## config.mk

```make
export PLATFORM = sky130hd
export DESIGN_NAME = dotmatrix_scan
export DESIGN_NICKNAME = d
export VERILOG_FILES = /design/src/rtl/dotmatrix_scan_pkg.sv /design/src/rtl/dms_sequencer.sv /design/src/rtl/dms_fetch.sv /design/src/rtl/dms_drive.sv /design/src/rtl/dotmatrix_scan.sv
export SDC_FILE = /design/constraint.sdc
export NUM_CORES = 1
export LEC_CHECK = 0
export ABC_AREA = 1
export BUFFER_PORTS_ARGS = -buffer_cell sky130_fd_sc_hd__buf_4
export CORE_MARGIN = 2
export CORE_UTILIZATION = 35
export CTS_BUF_LIST = sky130_fd_sc_hd__clkbuf_8
export CTS_CLUSTER_SIZE = 40
export DETAILED_ROUTE_END_ITERATION = 10
export GPL_ROUTABILITY_DRIVEN = 0
export PLACE_DENSITY_LB_ADDON = 0.12
export SLEW_MARGIN = 10
export SYNTH_ARGS = -nofsm -noshare
export SYNTH_HDL_FRONTEND = slang
export SYNTH_SLANG_ARGS = --single-unit
```

## constraint.sdc

```tcl
create_clock -name clk -period 1.7 [get_ports clk]
set_input_delay 0.255 -clock clk [delete_from_list [all_inputs] [get_ports clk]]
set_output_delay 0.255 -clock clk [all_outputs]
set_load 0.01 [all_outputs]
```

## src/rtl/dotmatrix_scan_pkg.sv

```systemverilog
package dotmatrix_scan_pkg;
  localparam int LINE_W = 5;                 // 32 memory lines
  localparam int PAGE_W = 2;                 // 4 pages
  localparam int BIT_W  = LINE_W - PAGE_W;   // line within a page
  localparam int BYTE_W = 2 ** BIT_W;

  typedef logic [LINE_W-1:0] line_t;

  // step the scan index, wrapping after the last active row of the duty
  function automatic line_t scan_advance(line_t s, logic duty32);
    line_t last;
    last = duty32 ? line_t'(2 ** LINE_W - 1) : line_t'(2 ** (LINE_W - 1) - 1);
    return (s >= last) ? '0 : s + line_t'(1);
  endfunction
endpackage

```

## src/rtl/dms_sequencer.sv

```systemverilog
module dms_sequencer
  import dotmatrix_scan_pkg::*;
(
  input  logic  clk,
  input  logic  rst,
  input  logic  row_tick,
  input  logic  cfg_master,
  input  logic  cfg_duty32,
  input  logic  fr_in,
  output line_t next_scan,
  output line_t cur_scan,
  output logic  shown_valid,
  output logic  fr_out,
  output logic  fetch_start
);
  logic fr_in_d;
  logic fr_q;
  logic resync;

  // slave realigns on any change of the alternation input
  assign resync      = !cfg_master && (fr_in != fr_in_d);
  assign fetch_start = row_tick || resync;
  assign fr_out      = fr_q;

  always_ff @(posedge clk) begin
    if (rst) begin
      next_scan   <= '0;
      cur_scan    <= '0;
      shown_valid <= 1'b0;
      fr_in_d     <= 1'b0;
      fr_q        <= 1'b0;
    end else begin
      fr_in_d <= fr_in;
      if (resync) begin
        cur_scan  <= '0;
        next_scan <= scan_advance('0, cfg_duty32);
      end else if (row_tick) begin
        cur_scan    <= next_scan;
        next_scan   <= scan_advance(next_scan, cfg_duty32);
        shown_valid <= 1'b1;
      end
      if (!cfg_master) begin
        fr_q <= 1'b0;
      end else if (row_tick && next_scan == '0) begin
        fr_q <= ~fr_q;
      end
    end
  end
endmodule

```

## src/rtl/dms_fetch.sv

```systemverilog
module dms_fetch
  import dotmatrix_scan_pkg::*;
#(
  parameter int NUM_SEG = 61,
  parameter int NUM_COL = 80,
  localparam int COL_W  = $clog2(NUM_COL),
  localparam int ADDR_W = PAGE_W + COL_W
) (
  input  logic               clk,
  input  logic               rst,
  input  logic               start,
  input  logic               hold,
  input  line_t              next_scan,
  input  line_t              cfg_start_line,
  input  logic               cfg_normal,
  input  logic [BYTE_W-1:0]  mem_rdata,
  output logic               mem_rd_en,
  output logic [ADDR_W-1:0]  mem_addr,
  output logic [NUM_SEG-1:0] stage
);
  logic [COL_W-1:0] k_q;
  logic [COL_W-1:0] pipe_k;
  logic [COL_W-1:0] col;
  logic [BIT_W-1:0] pipe_bit;
  logic             busy;
  logic             pipe_v;
  line_t            line;

  assign line      = cfg_start_line + next_scan;
  assign col       = cfg_normal ? k_q : COL_W'(NUM_COL - 1) - k_q;
  assign mem_rd_en = busy && !hold;
  assign mem_addr  = {line[LINE_W-1:BIT_W], col};

  always_ff @(posedge clk) begin
    if (rst) begin
      k_q      <= '0;
      busy     <= 1'b1;
      pipe_v   <= 1'b0;
      pipe_k   <= '0;
      pipe_bit <= '0;
      stage    <= '0;
    end else begin
      pipe_v   <= mem_rd_en;
      pipe_k   <= k_q;
      pipe_bit <= line[BIT_W-1:0];
      if (start) begin
        k_q  <= '0;
        busy <= 1'b1;
      end else if (mem_rd_en) begin
        k_q <= k_q + COL_W'(1);
        if (k_q == COL_W'(NUM_SEG - 1)) busy <= 1'b0;
      end
      if (pipe_v) stage[pipe_k] <= mem_rdata[pipe_bit];
    end
  end
endmodule

```

## src/rtl/dms_drive.sv

```systemverilog
module dms_drive
  import dotmatrix_scan_pkg::*;
#(
  parameter int NUM_SEG = 61,
  parameter int NUM_COM = 16,
  localparam int COM_W  = $clog2(NUM_COM)
) (
  input  logic               clk,
  input  logic               rst,
  input  logic               row_tick,
  input  logic [NUM_SEG-1:0] stage,
  input  line_t              cur_scan,
  input  logic               shown_valid,
  input  logic               cfg_master,
  input  logic               cfg_disp_on,
  input  logic               cfg_static,
  output logic [NUM_SEG-1:0] seg_o,
  output logic [NUM_COM-1:0] com_o
);
  logic [NUM_SEG-1:0] latch_q;
  logic [NUM_COM-1:0] com_sel;
  logic               own_half;

  // master serves the lower half of the scan, slave the upper half
  assign own_half = cfg_master ? !cur_scan[LINE_W-1] : cur_scan[LINE_W-1];

  for (genvar i = 0; i < NUM_COM; i++) begin : g_com
    assign com_sel[i] = (cur_scan[COM_W-1:0] == COM_W'(i));
  end

  always_ff @(posedge clk) begin
    if (rst) begin
      latch_q <= '0;
      seg_o   <= '0;
      com_o   <= '0;
    end else begin
      if (row_tick) latch_q <= stage;
      if (!cfg_disp_on) begin
        seg_o <= '0;
        com_o <= '0;
      end else begin
        com_o <= (shown_valid && own_half) ? com_sel : '0;
        seg_o <= cfg_static ? '1 : (shown_valid ? latch_q : '0);
      end
    end
  end
endmodule

```

## src/rtl/dotmatrix_scan.sv

```systemverilog
module dotmatrix_scan
  import dotmatrix_scan_pkg::*;
#(
  parameter int NUM_SEG = 61,
  parameter int NUM_COL = 80,
  parameter int NUM_COM = 16,
  localparam int COL_W  = $clog2(NUM_COL),
  localparam int ADDR_W = PAGE_W + COL_W
) (
  input  logic               clk,
  input  logic               rst,
  input  logic               row_tick,
  input  logic               cfg_master,
  input  logic               cfg_duty32,
  input  logic [LINE_W-1:0]  cfg_start_line,
  input  logic               cfg_normal,
  input  logic               cfg_disp_on,
  input  logic               cfg_static,
  output logic               mem_rd_en,
  output logic [ADDR_W-1:0]  mem_addr,
  input  logic [BYTE_W-1:0]  mem_rdata,
  input  logic               fr_in,
  output logic               fr_out,
  output logic [NUM_SEG-1:0] seg_o,
  output logic [NUM_COM-1:0] com_o
);
  line_t              next_scan;
  line_t              cur_scan;
  logic               shown_valid;
  logic               fetch_start;
  logic               power_save;
  logic [NUM_SEG-1:0] stage;

  assign power_save = cfg_static && !cfg_disp_on;

  dms_sequencer u_seq (
    .clk         (clk),
    .rst         (rst),
    .row_tick    (row_tick),
    .cfg_master  (cfg_master),
    .cfg_duty32  (cfg_duty32),
    .fr_in       (fr_in),
    .next_scan   (next_scan),
    .cur_scan    (cur_scan),
    .shown_valid (shown_valid),
    .fr_out      (fr_out),
    .fetch_start (fetch_start)
  );

  dms_fetch #(.NUM_SEG(NUM_SEG), .NUM_COL(NUM_COL)) u_fetch (
    .clk            (clk),
    .rst            (rst),
    .start          (fetch_start),
    .hold           (power_save),
    .next_scan      (next_scan),
    .cfg_start_line (cfg_start_line),
    .cfg_normal     (cfg_normal),
    .mem_rdata      (mem_rdata),
    .mem_rd_en      (mem_rd_en),
    .mem_addr       (mem_addr),
    .stage          (stage)
  );

  dms_drive #(.NUM_SEG(NUM_SEG), .NUM_COM(NUM_COM)) u_drive (
    .clk         (clk),
    .rst         (rst),
    .row_tick    (row_tick),
    .stage       (stage),
    .cur_scan    (cur_scan),
    .shown_valid (shown_valid),
    .cfg_master  (cfg_master),
    .cfg_disp_on (cfg_disp_on),
    .cfg_static  (cfg_static),
    .seg_o       (seg_o),
    .com_o       (com_o)
  );
endmodule

```

* After elaboration in Yosys (flattened, before gate mapping)
Cells that the tools add are included.
Word-level totals: bits in registers 231, ROM bits 0, output and inout port bits 88, bits in writable memories 0, memories kept 0, logic and storage cells 80, input bits 22, latch bits 0
Cells by class: shifts and indexed selects 0, muxes and demuxes 14, $lt $le $gt $ge 5, divide/modulo/power cells 0, $mul 0, reductions and logical operators 21, add/sub/neg operators 4, equality and inequality tests 17, bitwise operators 5
Operators with widths (count):
- 61-bit two-way mux | 2
- 61-bit bitwise mux | 1
- 4-bit equality test (second input constant) | 8
- 5-bit two-way mux | 4
- 4-bit by 3-bit equality test with 1-bit output (second input constant) | 4
- 4-bit by 2-bit equality test with 1-bit output (second input constant) | 2
- 2-bit OR reduction | 4
- 7-bit by 1-bit adder with 7-bit output (second input constant) | 1
- 7-bit by 6-bit equality test with 1-bit output (second input constant) | 1
- 7-bit by 1-bit greater-or-equal comparator with 1-bit output (second input constant) | 1
- 7-bit < comparator (second input constant) | 1
- 7-bit two-way mux | 1
- 7-bit subtractor (first input constant) | 1
- 1-bit demux with 6-bit select | 1
- 1-bit logical AND | 6
- 5-bit by 1-bit adder with 5-bit output (second input constant) | 1
- 5-bit adder | 1
- 1-bit by 5-bit greater-or-equal comparator with 1-bit output (first input constant) | 1
- 5-bit greater-or-equal comparator | 1
- 5-bit logical NOT | 1
- 1-bit NOT | 5
- 4-bit by 1-bit equality test with 1-bit output (second input constant) | 1
- 1-bit logical NOT | 4
- 4-bit logical NOT | 1
- other kinds (8) | 12

* Longest topological paths before layout
depth after elaboration 5, gate-level depth with buffers 7

* By module
From an unflattened synthesis, not the netlist that was laid out.
Unflattened totals: cells, all modules 1235, area, all modules 9252.6 sq um
By module, submodules not included:
- dms_drive | instances 1, sequential area each 2762.6 sq um, cells an instance 540, area an instance 4531.8 sq um
- dms_fetch | instances 1, sequential area each 1601.5 sq um, cells an instance 595, area an instance 4027.6 sq um
- dms_sequencer | instances 1, sequential area each 260.2 sq um, cells an instance 98, area an instance 683.2 sq um
- dotmatrix_scan | instances 1, sequential area each 0.0 sq um, cells an instance 2, area an instance 10.0 sq um

* Least setup slack after synthesis
No wires, ideal clock.
path kind reg-to-output, start point reg u_seq.next_scan[0], end point out mem_addr[8], cell stages (with the launch flop) 7, data required time 1.445 ns, path slack -0.009 ns, arrival time 1.454 ns, cell sequence dfxtp_1 ha_1 inv_1 fa_1 o21ai_0 xor2_1 buf_4
On the way: cells in the longest elaborated chain, start to end 1
Ends and longest elaborated chain:
- start, declared | line dms_sequencer.sv:10 | output line_t next_scan,
- start signal, assigned | line dms_sequencer.sv:36 | next_scan <= scan_advance('0, cfg_duty32);
- start signal, assigned | line dms_sequencer.sv:39 | next_scan <= scan_advance(next_scan, cfg_duty32);
- 5-bit adder | line dms_fetch.sv:29 | assign line = cfg_start_line + next_scan;
- end, declared | line dotmatrix_scan.sv:20 | output logic [ADDR_W-1:0] mem_addr,
Every way passes these cells.

* Worst setup path in the final report
Ends and elaborated chain as after synthesis.

==> impl_metrics.toml <==
[clocking]
clockBufferDepth = 3
worstSkewPairLatency_ns = 0.52
cts-root-buf = "clkbuf_8"
clk_pin_slew_ns = 0.05
clock-sinks = 231
cts_buffers = 40
h-tree-depth = 2
cts_tree = "yes"

[placed_design]
portBuffers = 109
place_ws_ns = 0.0155
dp_hpwl_um = 13400

[global_route]
grt_pass1_vias = 7023
grt_use_met3 = 0.0326
top_usage_layer = "met2"
overflow = 0
antenna_found_initial = 0
grt_use_met1 = 0.223
grt_util_all_layers = 0.163
grt_start_max_net_pins = 87
grt_pass1_wl_um = 35000
grtUsageMet2 = 0.259

[power]
p_leak_uw = 0.00567
combPwrFrac = 0.076
p_total_uw = 11500
power_frac_clock = 0.431
ir_worst_vdd_mv = 0.428
p_seq_frac = 0.493
p_per_area_mw_per_mm2 = 1050
switchingPower_uw = 2760
p_int_uw = 8710
swShare = 0.240

[floorplanning]
ios = 110
core_mm2 = 0.0243
die_h_um = 161
die_x_um = 161
start_util = 0.357
die-area_mm2 = 0.0261
row_count = 57

[worst_setup_path]
critPathArrivalTime_ns = 1.80
r2r.worst_path.cells = 7
required_ns = 1.44
crit_type = "reg2out"
endpoint_kind = "output port"
worstPathMaxFanout = 2
critPathLaunchType = "flip-flop"

[timing]
rsz0062_at_grt = "true"
max_slew_margin = 0.748
final-max-slew-violation-count = 0
finClkSkew_ns = 0.00900
min_period_ns = 2.06
hold_viol_final = 0
fin_ws_ns = -0.355
worst_pin_slew_ns = 0.376
fin_crit_sh = 1.21
max_freq_mhz = 487
setup_viol = 2
hold_slack_ns = 0.0267
setup_tns_ns = -0.681

[status]
status = "complete, but fails checks"
failed_checks = "negative setup slack"

[routing]
vias = 7331
wire_per_inst_um = 12.7
firstDrtPassIters = 5
wirelength_um = 20800
drt_iter0_markers = 401
drc = 0
drtAntennaViolNets = 0
vias_per_cell = 4.48

[layout]
nets = 1322
syn_to_final_growth_pct = 26.5
antenna-diode-count = 0
drive_gt1_frac = 0.181
fill_cells = 2510

[yosys]
synth_cell_types = 25
netlist_area_mm2 = 0.00867
synth-seq-cells = 231
synth_warnings = 0
yosysSeqAreaShare = 0.533
synth.avg_cell_area_um2 = 7.57
syn_nets = 1180
postSynthCellCount = 1146

[run]
max_cap_violations = 0

[min_path]
hold_path_class = "in2reg"
worstHoldPathCells = 2
[cells in the mapped netlist (all sizes together)]
cell	count	area share
inv	173	0.075
nor3	7	0.0040
nor2	60	0.026
o211ai	1	0.00087
buf	9	0.0081
dfxtp	231	0.53
a21oi	134	0.077
nand3b	1	0.00087
ha	11	0.016
nand3	80	0.046
nand2	299	0.13
xnor2	6	0.0061
a31oi	2	0.0014
clkbuf	49	0.021
clkinv	1	0.00043
nand4	5	0.0036
a211oi	1	0.00087
o21ai	66	0.038
fa	1	0.0023
xor2	9	0.0091
[registers in the layout (all words and copies together) (netlist names)]
signal / flops
u_fetch.pipe_k: 7
u_drive.latch_q: 61
u_seq.fr_in_d: 1
u_fetch.busy: 1
u_seq.cur_scan: 5
u_seq.next_scan: 5
u_seq.fr_out: 1
u_fetch.pipe_v: 1
u_seq.shown_valid: 1
u_drive.com_o: 16
u_drive.seg_o: 61
u_fetch.k_q: 7
u_fetch.pipe_bit: 3
u_fetch.stage: 61
[worst paths after layout]
| check | endpoint | startpoint | slack [ns] |
|---|---|---|---|
| worst max-delay path | mem_addr[8] | u_seq.next_scan[0] | -0.36 |
| worst max register to register | u_seq.next_scan[3] | u_seq.next_scan[0] | 0.30 |
| worst min-delay path | u_fetch.pipe_bit[1] | rst | 0.03 |
| worst min register to register | u_fetch.busy | u_fetch.busy | 0.45 |
[cell families (layout without fill, tap and decap cells)]
kind of cell / Yosys count / in the layout / share of synthesized area
compound gates: 204 / 204 / 0.119
buf+inv: 232 / 399 / 0.105
simple gates: 452 / 452 / 0.210
fa+ha+maj: 12 / 12 / 0.0182
xor+xnor: 15 / 15 / 0.0151
flops: 231 / 231 / 0.533
[worst max-delay path, stage by stage, from the launching register on]
cell     delay, ns
dfxtp_2       0.35
ha_4          0.14
inv_2         0.03
fa_2          0.34
o21ai_2       0.13
xor2_1        0.16
buf_4         0.14
[metal layers]
metal | vias up | wire [µm]
li1 | 3859 | -
met1 | 3299 | 10100
met2 | 135 | 9310
met3 | 38 | 940
met4 | 0 | 415
met5 | - | 0
[power by group through the flow]
stage | sequential (µW) | combinational, µW | clock, µW
6_report | 5650 | 871 | 4950
5_1_grt | 5670 | 977 | 5370
4_1_cts | 5650 | 880 | 5110
3_5_place_dp | 5770 | 855 | 0
3_3_place_gp | 5770 | 852 | 0
2_1_floorplan | 5790 | 460 | 0
[cell type report]
cell class | count | area, µm² | area share
timing repair buffer | 158 | 1250 | 0.114
tap | 324 | 405 | 0.0369
inverter | 174 | 657 | 0.0599
clock buffer | 54 | 743 | 0.0677
sequential | 231 | 4640 | 0.423
clock inverter | 13 | 50.0 | 0.00456
multi-input combinational | 683 | 3230 | 0.294
[cells in the final DEF (no fill, tap or decap), drive strengths merged, types with 11 or more instances in the layout]
cell type / instances
buf: 156
inv: 185
ha: 11
nand3: 80
nor2: 60
a21oi: 134
clkbuf: 54
nand2: 299
o21ai: 66
dfxtp: 231
[through the flow]
| step | instances | area (µm²) | util |
|---|---|---|---|
| floorplan | 1146 | 8670 | - |
| global placement | 1562 | 10000 | 0.412 |
| detailed placement | 1562 | 10000 | 0.412 |
| CTS | 1637 | 11000 | 0.450 |
| global route | 1637 | 11000 | 0.451 |
| finish | 1637 | 11000 | 0.451 |
[timing repair]
item | CTS | global route
hold endpoints to repair | 2 | 0
endpoints found under the setup margin | 5 | 4
setup buffers | 6 | 0
pin swaps | 9 | 3
resized for setup | 25 | 6
hold buffers | 2 | 0
Note: power is estimated with default switching activity, not from simulation.
